## src/rtl/playback_seq.sv

```systemverilog
module playback_seq #(
  parameter int SAMPLE_W = 16,
  parameter int ZERO_RUN = 1024
) (
  input  logic                clk,
  input  logic                rst_n,
  input  logic                pkt_rx,
  input  logic                sof,
  input  logic                bus_suspend,
  input  logic                stream_on,
  input  logic                buf_empty,
  input  logic                smp_valid,
  input  logic [SAMPLE_W-1:0] smp_data,
  output logic                play_n,
  output logic                susp_n,
  output logic                zero_flag,
  output logic                force_bpz
);
  localparam int CW = $clog2(ZERO_RUN + 1);

  typedef enum logic [1:0] {IDLE, BUFFERED, PLAYING, DRAINING} state_t;

  state_t         state, state_nx;
  logic [CW-1:0]  run;
  logic           susp_q;

  always_comb begin
    state_nx = state;
    unique case (state)
      IDLE:     if (pkt_rx)     state_nx = BUFFERED;
      BUFFERED: if (sof)        state_nx = PLAYING;
      PLAYING:  if (!stream_on) state_nx = DRAINING;
      DRAINING: if (buf_empty)  state_nx = IDLE;
      default:                  state_nx = IDLE;
    endcase
    if (bus_suspend) state_nx = IDLE;
  end

  always_ff @(posedge clk or negedge rst_n) begin
    if (!rst_n) begin
      state  <= IDLE;
      susp_q <= 1'b0;
    end else begin
      state  <= state_nx;
      susp_q <= bus_suspend;
    end
  end

  always_ff @(posedge clk or negedge rst_n) begin
    if (!rst_n)
      run <= '0;
    else if (smp_valid) begin
      if (smp_data != '0)
        run <= '0;
      else if (run != CW'(ZERO_RUN))
        run <= run + 1'b1;
    end
  end

  wire active = (state == PLAYING) || (state == DRAINING);

  assign play_n    = ~active;
  assign force_bpz = ~active;
  assign susp_n    = ~susp_q;
  assign zero_flag = ~active || (run == CW'(ZERO_RUN));
endmodule

```

## config.mk

```make
export PLATFORM = sky130hd
export DESIGN_NAME = playback_seq
export DESIGN_NICKNAME = d
export VERILOG_FILES = /design/src/rtl/playback_seq.sv
export SDC_FILE = /design/constraint.sdc
export NUM_CORES = 1
export LEC_CHECK = 0
export CORE_MARGIN = 2
export CORE_UTILIZATION = 45
export DETAILED_ROUTE_END_ITERATION = 12
export GPL_TIMING_DRIVEN = 0
export PLACE_DENSITY = 0.75
export SKIP_LAST_GASP = 1
export SLEW_MARGIN = 20
export SYNTH_ARGS = -nofsm -noshare
export SYNTH_HDL_FRONTEND = slang
export SYNTH_SLANG_ARGS = --single-unit
```

## constraint.sdc

```tcl
create_clock -name clk -period 2.2 [get_ports clk]
set_input_delay 0.33 -clock clk [delete_from_list [all_inputs] [get_ports clk]]
set_output_delay 0.33 -clock clk [all_outputs]
set_load 0.01 [all_outputs]
```

==> results.md <==
- Status: finished clean
- EDFF count, synth: 0
- Starting DRC count in detailed routing: 11
- Final core utilization: 0.655
- List of most frequent post-synthesis cells: dfrtp_1, inv_1, nor2_1, nor3_1, ha_1
- Worst stage delay on the critical path: roughly 0.52 ns
- Final min period: a little over 2 ns
- Initial antenna violation count: 0
- Syn-to-layout area delta: 38.9%
- Port Buf Inserts: 27
- H-tree Lvls: 1
- Die Y: 49.1 um
- IO Count: 28
- CTS max path bufs: 2
- Count leader, synth: dfrtp_1
- Top post-synthesis cells by area: dfrtp_1, ha_1, o2bb2ai_1
- Reg2Reg Capture Point: run[10]$_DFFE_PN0P_
- Placed instance count: around 150
- Synth unique cells: 27
- Synth Flop Type: dfrtp_1
- Via Count: slightly below 900
- Arrival @ worst endpoint: 1.70 ns
- GRT Total Usage: 0.206
- Cell area after synthesis: a little over 900 um2
- Final Non-Filler Cells: ~160
- Tightest Pin Transition: 0.635 ns
- Clk root buf: clkbuf_4
- Drt first pass iters: 4
- Syn avg cell area: about 9 um2
- Slowest cell on the critical path: clkdlybuf4s50_1
- Critical path's top delay family: buffers and inverters
- Final setup margin: roughly 0.17 ns
- Final Max Slew Viols: 0
- Std-Cell Core Area: ~1900 um2
- Cell Rows: 16
- Tcrit/Tclk final: 0.924
- Grt total ovfl: 0
- HPWL Detailed: between 1.5 and 2 mm
- Fraction of layout cells with a size suffix above 1: 0.115
- Final hold vios: 0
- Number of diodes: 0
- Inserted Clock Buffers: 3
- FF+latch area: around 350 um2
- Post-synthesis sequential area ratio: 0.383
- VDD IR max: 560 uV
- Clock Skew: between 0.01 and 0.015 ns
- Detailed Route WL: about 2.1 mm
- Setup violators final: 0
- Die Area: 2410 um2
- Finished Cell Area: around 1300 um2
- CP Launch Type: register
- Synthesized flop and latch total: 14
- Via density: ~5.6
- # fillers: roughly 170
- Chip Width: just under 50 um
- Yosys warning count: 0
- Critical Path, Cell by Cell: inv_1, ha_2, nor2_2, buf_4, clkdlybuf4s50_1
- Syn nets: about 130
- Slew HR: 0.575
- Reg-to-reg slack, setup: ~0.65 ns
- Clock Latency Late Sink: roughly 0.29 ns
- DP Area: roughly 1200 um2
- Worst r2r src: run[1]$_DFFE_PN0P_
- MaxCap Viol Count: 0
- Largest net degree at the start of global routing: 15
- PwrDens: around 600 nW/um2
- Hold Crit Class: in -> async
- Yosys top cell area share: 0.383
- Clock Pin Slew Worst Setup and Hold Paths: ~0.090 ns
- CTS tree: yes
- CP required: 1.87 ns
- Critical path type: reg -> out
- Leakage: between 0.5 and 0.6 nW
- Largest area contributor in the netlist: dfrtp_1
- Starting density of the core: 0.472
- # DRC: 0
- Wire per inst: ~13 um
- Post-synth ARST share: 1.00
- Setup TNS: 0 ns
- Crit path buffers/inverters: 3
- NumNets Final: approximately 160
- GP Congestion: between 0.7 and 0.8
- Fmax: 492 MHz
- Unrepaired setup endpoints after global routing: no
- R2R cell count: 5
- First-pass GRT wire length: around 3.9 mm
- Routed Antenna Nets: 0
- Max FO, Critical Path: 4
- CP endpoint kind: output pin
- Vias in the first global route: about 870
- Post-synthesis cell count: between 90 and 100
- Setup WS pre-CTS: 0.205 ns
- Clock sink count: 14
- Multi-input logic area: slightly above 500 um2
[layout by cell type, fill, tap and decap left out, drive strengths merged]
cell | netlist | routed
a21oi | 2 | 2
nand3 | 5 | 5
a21o | 3 | 3
clkbuf | 1 | 5
or4 | 1 | 1
o2111ai | 1 | 1
o2bb2ai | 5 | 5
nand2b | 3 | 3
buf | 2 | 3
nor4 | 7 | 7
o21ai | 8 | 8
ha | 6 | 6
dlymetal6s2s | 0 | 1
dfrtp | 14 | 14
and4 | 2 | 2
inv | 10 | 10
nand2 | 4 | 4
clkdlybuf4s50 | 0 | 26
nor2 | 7 | 7
nor3 | 7 | 7
a22o | 2 | 2
nor4b | 2 | 2
nand4 | 3 | 3
a211oi | 1 | 1
mux2i | 3 | 3
[cells by family after synthesis]
| family | share of synthesized area |
|---|---|
| simple gates | 0.280 |
| compound gates | 0.164 |
| flops | 0.383 |
| buf+inv | 0.0587 |
| fa+ha+maj | 0.0820 |
| mux | 0.0328 |
[what timing repair did]
action,CTS,global route
pin swaps,1,0
setup buffers,1,0
resized for setup,1,3
hold buffers,0,0
setup endpoints to repair,1,2
[worst reg2reg max path: cells and delay by family (launching register included)]
kind / cells / cell delay [ns]
mux: 1 / 0.23
simple gates: 1 / 0.32
flops: 1 / 0.44
fa+ha+maj: 1 / 0.25
compound gates: 1 / 0.08
buf+inv: 1 / 0.11
[final cells by class]
| class | instances | share of cell area |
|---|---|---|
| multi-input combinational | 72 | 0.406 |
| sequential | 14 | 0.276 |
| timing repair buffer | 28 | 0.220 |
| inverter | 10 | 0.0295 |
| clock buffer | 4 | 0.0285 |
| tap | 27 | 0.0265 |
| buffer | 3 | 0.0128 |
[layer usage]
metal / GRT usage / share of wire
met5: 0 / 0
met4: 0.0571 / 0.015
met3: 0.0767 / 0.087
met2: 0.342 / 0.44
met1: 0.247 / 0.45
[power by group]
group	switching (mW)	leakage (nW)	total (mW)	internal, mW
Combinational	0.123	0.299	0.283	0.161
Sequential	0.0169	0.190	0.292	0.275
Clock	0.0878	0.0210	0.189	0.101
Total	0.227	0.510	0.764	0.536
[worst max-delay path by stage]
stage	startpoint	to	cells past startpoint
after floorplan	smp_data[2]	run[4]$_DFFE_PN0P_	4
after global routing	state[0]$_DFFE_PN0P_	play_n	5
after CTS	run[2]$_DFFE_PN0P_	zero_flag	4
after detailed placement	smp_data[9]	run[4]$_DFFE_PN0P_	5
final	state[0]$_DFFE_PN0P_	play_n	5
after global placement	smp_data[2]	run[4]$_DFFE_PN0P_	5
[registers in the layout (all words and copies together) (netlist names)]
| name | flops |
|---|---|
| run | 11 |
| state | 2 |
| susp_q | 1 |
[per-stage QoR]
stage / total power, mW / hold WS, ns
4_1_cts: 0.765 / 0.455
3_5_place_dp: 0.579 / 0.539
6_report: 0.764 / 0.423
5_1_grt: 0.819 / 0.488
2_1_floorplan: 0.443 / 0.0344
3_3_place_gp: 0.575 / 0.536
No activity file was read; power rests on OpenSTA's default activity.
